==> src/rtl/fw_glue_pkg.sv <==
package fw_glue_pkg;

  typedef enum logic [2:0] {
    SLOT_HALT   = 3'd0,
    SLOT_CPUID  = 3'd1,
    SLOT_IRQ    = 3'd2,
    SLOT_CPUCNT = 3'd3,
    SLOT_RXDATA = 3'd4,
    SLOT_RXSTAT = 3'd5,
    SLOT_TXDATA = 3'd6,
    SLOT_TXSTAT = 3'd7
  } slot_e;

  typedef struct packed {
    logic wrHalt;
    logic wrIrq;
    logic irqUseLevel;
    logic wrRxData;
    logic wrRxStat;
    logic wrTxData;
    logic wrTxStat;
    logic loadRx;
    logic dropRx;
  } ctlStrobes_t;

endpackage

==> src/rtl/fw_glue_ctrl.sv <==
module fw_glue_ctrl
  import fw_glue_pkg::*;
#(
  parameter int ADDR_W = 8
) (
  input  logic [ADDR_W-1:0] busAddr,
  input  logic              busWrite,
  input  logic [3:0]        busByteEn,
  input  logic              rxValid,
  input  logic              rxWaiting,
  output slot_e             rdSlot,
  output ctlStrobes_t       strobes
);

  slot_e slot;
  logic  wrLane0;
  logic  swRxTouch;

  assign slot    = slot_e'(busAddr[4:2]);
  assign rdSlot  = slot;
  assign wrLane0 = busWrite && busByteEn[0];

  always_comb begin
    strobes             = '0;
    strobes.wrHalt      = wrLane0 && (slot == SLOT_HALT);
    strobes.wrIrq       = wrLane0 && (slot == SLOT_IRQ);
    strobes.irqUseLevel = busByteEn[1];
    strobes.wrRxData    = wrLane0 && (slot == SLOT_RXDATA);
    strobes.wrRxStat    = wrLane0 && (slot == SLOT_RXSTAT);
    strobes.wrTxData    = wrLane0 && (slot == SLOT_TXDATA);
    strobes.wrTxStat    = wrLane0 && (slot == SLOT_TXSTAT);
    // software access to the receive pair takes precedence over an arrival
    swRxTouch           = strobes.wrRxData || strobes.wrRxStat;
    strobes.loadRx      = rxValid && !rxWaiting && !swRxTouch;
    strobes.dropRx      = rxValid && rxWaiting && !swRxTouch;
  end

endmodule

==> src/rtl/fw_glue_dp.sv <==
module fw_glue_dp
  import fw_glue_pkg::*;
#(
  parameter int CPU_COUNT = 4,
  parameter int ID_W      = 2
) (
  input  logic                 clk,
  input  logic                 rstN,
  input  ctlStrobes_t          strobes,
  input  slot_e                rdSlot,
  input  logic                 busRead,
  input  logic [31:0]          busWdata,
  input  logic [ID_W-1:0]      cpuId,
  input  logic [7:0]           rxData,
  output logic                 rxWaiting,
  output logic [31:0]          busRdata,
  output logic                 txValid,
  output logic [7:0]           txData,
  output logic                 haltReq,
  output logic [7:0]           exitCode,
  output logic [CPU_COUNT-1:0] irqLine,
  output logic                 rxOverrun
);

  localparam logic [7:0] CountByte = 8'(CPU_COUNT);

  logic [7:0] rxReg, rxStat, txReg, txStat;
  logic [7:0] wrByte, lvlByte, rdByte;

  assign wrByte    = busWdata[7:0];
  assign lvlByte   = busWdata[15:8];
  assign rxWaiting = (rxStat != 8'd0);

  always_ff @(posedge clk) begin
    if (!rstN) begin
      haltReq  <= 1'b0;
      exitCode <= 8'd0;
    end else if (strobes.wrHalt) begin
      haltReq  <= 1'b1;
      exitCode <= wrByte;
    end
  end

  always_ff @(posedge clk) begin
    if (!rstN) begin
      rxReg     <= 8'd0;
      rxStat    <= 8'd0;
      rxOverrun <= 1'b0;
    end else begin
      rxOverrun <= strobes.dropRx;
      if (strobes.wrRxData) rxReg <= wrByte;
      else if (strobes.loadRx) rxReg <= rxData;
      if (strobes.wrRxStat) rxStat <= wrByte;
      else if (strobes.loadRx) rxStat <= 8'd1;
    end
  end

  always_ff @(posedge clk) begin
    if (!rstN) begin
      txReg   <= 8'd0;
      txStat  <= 8'd1;
      txValid <= 1'b0;
    end else begin
      txValid <= strobes.wrTxData;
      if (strobes.wrTxData) begin
        txReg  <= wrByte;
        txStat <= 8'd1;
      end else if (strobes.wrTxStat) begin
        txStat <= wrByte;
      end
    end
  end

  assign txData = txReg;

  for (genvar g = 0; g < CPU_COUNT; g++) begin : gIrq
    always_ff @(posedge clk) begin
      if (!rstN) irqLine[g] <= 1'b0;
      else if (strobes.wrIrq && (wrByte == 8'(g)) && (wrByte < CountByte))
        irqLine[g] <= strobes.irqUseLevel && (lvlByte != 8'd0);
    end
  end

  always_comb begin
    unique case (rdSlot)
      SLOT_CPUID:  rdByte = 8'(cpuId);
      SLOT_CPUCNT: rdByte = CountByte;
      SLOT_RXDATA: rdByte = rxReg;
      SLOT_RXSTAT: rdByte = rxStat;
      SLOT_TXDATA: rdByte = txReg;
      SLOT_TXSTAT: rdByte = txStat;
      default:     rdByte = 8'd0;
    endcase
  end

  assign busRdata = busRead ? {24'd0, rdByte} : 32'd0;

endmodule

==> src/rtl/fw_glue_regs.sv <==
module fw_glue_regs
  import fw_glue_pkg::*;
#(
  parameter int ADDR_W    = 8,
  parameter int CPU_COUNT = 4,
  parameter int ID_W      = (CPU_COUNT > 1) ? $clog2(CPU_COUNT) : 1
) (
  input  logic                 clk,
  input  logic                 rstN,
  input  logic [ADDR_W-1:0]    busAddr,
  input  logic                 busWrite,
  input  logic                 busRead,
  input  logic [3:0]           busByteEn,
  input  logic [31:0]          busWdata,
  output logic [31:0]          busRdata,
  input  logic [ID_W-1:0]      cpuId,
  input  logic                 rxValid,
  input  logic [7:0]           rxData,
  output logic                 txValid,
  output logic [7:0]           txData,
  output logic                 haltReq,
  output logic [7:0]           exitCode,
  output logic [CPU_COUNT-1:0] irqLine,
  output logic                 rxOverrun
);

  ctlStrobes_t strobes;
  slot_e       rdSlot;
  logic        rxWaiting;

  fw_glue_ctrl #(.ADDR_W(ADDR_W)) uCtrl (
    .busAddr(busAddr), .busWrite(busWrite), .busByteEn(busByteEn),
    .rxValid(rxValid), .rxWaiting(rxWaiting),
    .rdSlot(rdSlot), .strobes(strobes)
  );

  fw_glue_dp #(.CPU_COUNT(CPU_COUNT), .ID_W(ID_W)) uDp (
    .clk(clk), .rstN(rstN), .strobes(strobes), .rdSlot(rdSlot),
    .busRead(busRead), .busWdata(busWdata), .cpuId(cpuId), .rxData(rxData),
    .rxWaiting(rxWaiting), .busRdata(busRdata), .txValid(txValid),
    .txData(txData), .haltReq(haltReq), .exitCode(exitCode),
    .irqLine(irqLine), .rxOverrun(rxOverrun)
  );

endmodule

==> config.mk <==
export PLATFORM = sky130hd
export DESIGN_NAME = fw_glue_regs
export DESIGN_NICKNAME = d
export VERILOG_FILES = /design/src/rtl/fw_glue_pkg.sv /design/src/rtl/fw_glue_ctrl.sv /design/src/rtl/fw_glue_dp.sv /design/src/rtl/fw_glue_regs.sv
export SDC_FILE = /design/constraint.sdc
export NUM_CORES = 1
export LEC_CHECK = 0
export ABC_AREA = 1
export CORE_UTILIZATION = 45
export CTS_BUF_LIST = sky130_fd_sc_hd__clkbuf_8
export CTS_CLUSTER_DIAMETER = 50
export DETAILED_ROUTE_END_ITERATION = 8
export DONT_BUFFER_PORTS = 1
export HOLD_SLACK_MARGIN = 0.05
export PLACE_DENSITY_LB_ADDON = 0.08
export SLEW_MARGIN = 5
export SYNTH_ARGS = -nofsm -noshare
export SYNTH_HDL_FRONTEND = slang
export SYNTH_SLANG_ARGS = --single-unit
==> constraint.sdc <==
create_clock -name clk -period 2.1 [get_ports clk]
set_input_delay 0.315 -clock clk [delete_from_list [all_inputs] [get_ports clk]]
set_output_delay 0.315 -clock clk [all_outputs]
set_load 0.005 [all_outputs]
### Yosys cells after proc, flatten, opt, wreduce, memory -nomap -nowiden

Cells that the tools add are included.

* flip-flop bits (word level): 47
* output and inout port bits: 55

* magnitude comparators: 1
* equality and inequality tests: 10
* muxes and demuxes: 6
* bitwise operators: 1
* reduce and logical (&&, ||, !) cells: 30

Operators by type and width (count)
* one-hot mux 8 bit (6 select lines): 1
* 2-to-1 mux 8 bit: 5
* logical AND 1 bit: 20
* equality test 8 x 2 -> 1 bit (second input constant): 2
* nonzero test 8 bit: 2
* equality test 3 bit (second input constant): 4
* equality test 8 x 1 -> 1 bit (second input constant): 1
* zero test 8 bit: 1
* < comparator 8 x 3 -> 1 bit (second input constant): 1
* equality test 3 x 2 -> 1 bit (second input constant): 2
* nonzero test 2 bit: 2
* equality test 3 x 1 -> 1 bit (second input constant): 1
* zero test 3 bit: 1
* zero test 1 bit: 2
* OR reduction 2 bit: 1
* logical OR 1 bit: 1
* NOT 1 bit: 1

### Longest topological paths before layout

* word-level depth: 7
* depth in mapped cells: 9

### Modules after synthesis

From an unflattened synthesis, not the netlist that was laid out.

* cells, all modules: 345
* area total of the unflattened synthesis: 2438.6 um^2

Modules (own cells, without submodules)
* fw_glue_dp: instances 1, cells each 323, area an instance 2329.7 um^2, sequential area each 940.9 um^2
* fw_glue_ctrl: instances 1, cells each 22, area an instance 108.9 um^2, sequential area each 0.0 um^2

### Worst setup path before layout

OpenSTA, ideal clock, no wires.

* path kind: input -> output
* from: input port busAddr[4]
* to: output port busRdata[0]
* arrival time: 1.159 ns
* data required time: 1.785 ns
* path slack: 0.626 ns
* stages: 7
* path buffers: 1
* cells stage by stage: buf_2 -> inv_1 -> nor3_4 -> nand2_1 -> o21ai_0 -> nor2_1 -> a21oi_1

* longest elaborated chain between the ends: 3

Ends and longest elaborated chain
* start, declared: line fw_glue_regs.sv:10 `input logic [ADDR_W-1:0] busAddr,`
* equality test 3 bit, or another cell as far along: line fw_glue_dp.sv:85 `unique case (rdSlot)`
* one-hot mux 8 bit (6 select lines) *: line fw_glue_dp.sv:85
* 2-to-1 mux 8 bit *: line fw_glue_dp.sv:96 `assign busRdata = busRead ? {24'd0, rdByte} : 32'd0;`
* end, declared: line fw_glue_regs.sv:15 `output logic [31:0] busRdata,`

Every way passes the cells marked *; elsewhere a longest branch is shown, timed or not.

### Worst setup path in the final report

* from: input port busAddr[3]
* to: output port busRdata[1]

The elaborated chain is that of the path after synthesis.

==> results.cfg <==
[synth]
netlist_top_cells_area = dfxtp_1 (39%), nand2_1 (9.4%), buf_4 (7.8%), nor2_1 (7.2%), o21ai_0 (6.9%)
yosysTopAreaCellShare = 0.392
synth_seq_cells = 47
syn_inst = 336
ys_warn_count = 0
ys_types = 33
syn-cell-area_um2 = 2400
ys_seq_area_frac = 0.392
synth_area_per_cell_um2 = 7.15
synth_top_cell_by_area = dfxtp_1

[grt]
grt_pass1_vias = 1867
grt_overflow_total = 0
track_usage = 0.220
grt_max_degree = 24
grt_pass1_wl_um = 8950
antenna_found_initial = 0

[clock_network]
cts_htree_levels = 2
cts_buffers = 5
ctsResizeCount = 0
insertion_delay_ps = 290
cts_buffer_depth = 2
postCtsSetupBuffers = 0
cts_tree = yes
holdBufCountCts = 0
cts-root-buf = clkbuf_8
cts.sinks = 47
clk_pin_slew_ps = 90

[timing]
hold_violations = 0
period_needed_ps = 1540
setup_viol = 0
clock.fmax_ghz = 0.648
holdWs_ps = 132
rsz0062_at_grt = no
period_share = 0.735
tns_ps = 0
drv_slew = 0
final.setup_skew_ps = 2.10

[routing]
dr.pass1.iters = 4
ant_nets = 0
drc_errors = 0
vias_per_cell = 5.01
vias = 2041
drt_iter0_drc = 206
totalWireLength_um = 5820
drt-wirelength-per-cell_um = 14.3

[place]
place.gp.congestion = 0.868
place_hpwl_um = 4290
portBuffers = 0

[floorplanning]
rows = 26
die_w_um = 75.1
coreArea_um2 = 5140
fp.dieH_um = 75.1
dieArea_um2 = 5630
start_util = 0.467
pin_count = 114

[final_layout]
diodes = 0
drive_above_1_share = 0.0801
nets = 395
mostFrequentLayoutCells = nand2_1 (60), dfxtp_1 (47), nor2_1 (46)
area_delta_synth_final_pct = 2.03
final_common_cell = nand2_1
fillers = 555

[setup_path]
end_kind = output port
critPathArrivalTime_ps = 1230
required_ps = 1780
rr_startpoint = uDp.rxStat[4]
startpoint_type = input port
crit_path_start = busAddr[3]
crit_type = in2out
cp_max_fo = 9

[power]
power_density_nw_per_um2 = 694
p_leak_nw = 1.04
vdd_drop_max_mv = 0.302

[min_path]
min_from = rstN
hp-class = in2reg

[outcome]
status = complete, no violations

[flow_run]
max_cap_violations = 0
==> final timing paths <==
kind	to	cells past startpoint	slack [ps]
setup / recovery	busRdata[1]	4	560
hold / removal	uDp.rxReg[4]	2	130
setup reg to reg	uDp.rxStat[1]	6	810
hold reg to reg	uDp.txStat[0]	2	480
==> cells in the mapped netlist, drive strengths merged <==
cell	count
nor4	1
conb	1
a21oi	30
nor3	5
clkbuf	2
a22oi	6
and2	1
nand4	1
nand2	62
o22ai	2
inv	31
buf	31
nand3	22
o21ai	37
dfxtp	47
a22o	1
clkinv	2
a31oi	6
nor2	48
==> logic make-up (layout without fill, tap and decap cells) <==
group / after synthesis / count (layout) / share of synthesized area
and+or+nand+nor: 140 / 140 / 0.255
AOI/OAI and AO/OA: 82 / 82 / 0.195
buffers and inverters: 66 / 44 / 0.156
DFF: 47 / 47 / 0.392
other: 1 / 24 / 0.00156
==> state kept, by name, summed over array words and instances, names as in the netlist <==
name and flops:
uDp.haltReq 1, uDp.irqLine 4, uDp.rxStat 8, uDp.txData 8, uDp.rxOverrun 1, uDp.rxReg 8
uDp.txStat 8, uDp.exitCode 8, uDp.txValid 1
==> final cells by class <==
class                      instances  area, µm²  area share
multi-input combinational        246       1170       0.478
sequential                        47        941       0.384
inverter                          33        129      0.0526
tap                               70       87.6      0.0357
clock buffer                       6       82.6      0.0337
timing repair buffer               3       22.5     0.00919
clock inverter                     2       16.3     0.00664
==> where the power goes <==
group	switching (mW)	internal (mW)	leakage [nW]	total (mW)
logic	0.127	0.0568	0.607	0.184
clock network	0.310	0.269	0.0474	0.579
registers	0.0172	0.921	0.382	0.939
total	0.455	1.25	1.04	1.70
==> per-stage QoR <==
step	utilization	cells	area (µm²)	total power [mW]	setup WS (ps)
2_1_floorplan	-	359	2490	1.14	626
3_3_place_gp	0.458	399	2350	1.14	542
3_5_place_dp	0.458	399	2350	1.15	519
6_report	0.477	407	2450	1.70	556
5_1_grt	0.477	407	2450	1.79	440
4_1_cts	0.477	407	2450	1.72	557
==> layer usage <==
| metal | GRT usage | share of wire | up-vias | wire length [µm] |
|---|---|---|---|---|
| met1 | 0.287 | 0.45 | 909 | 2620 |
| met2 | 0.346 | 0.46 | 77 | 2650 |
| met3 | 0.0723 | 0.091 | 2 | 529 |
| met5 | 0 | 0 | - | 0 |
| met4 | 0.0629 | 0.0038 | 0 | 22 |
| li1 | - | - | 1053 | - |
==> worst max-delay path, cell delays in order <==
cell and delay (ps):
inv_2 40, nor3_4 430, a22oi_1 170, a21oi_1 270
(Power assumes the default switching activity.)
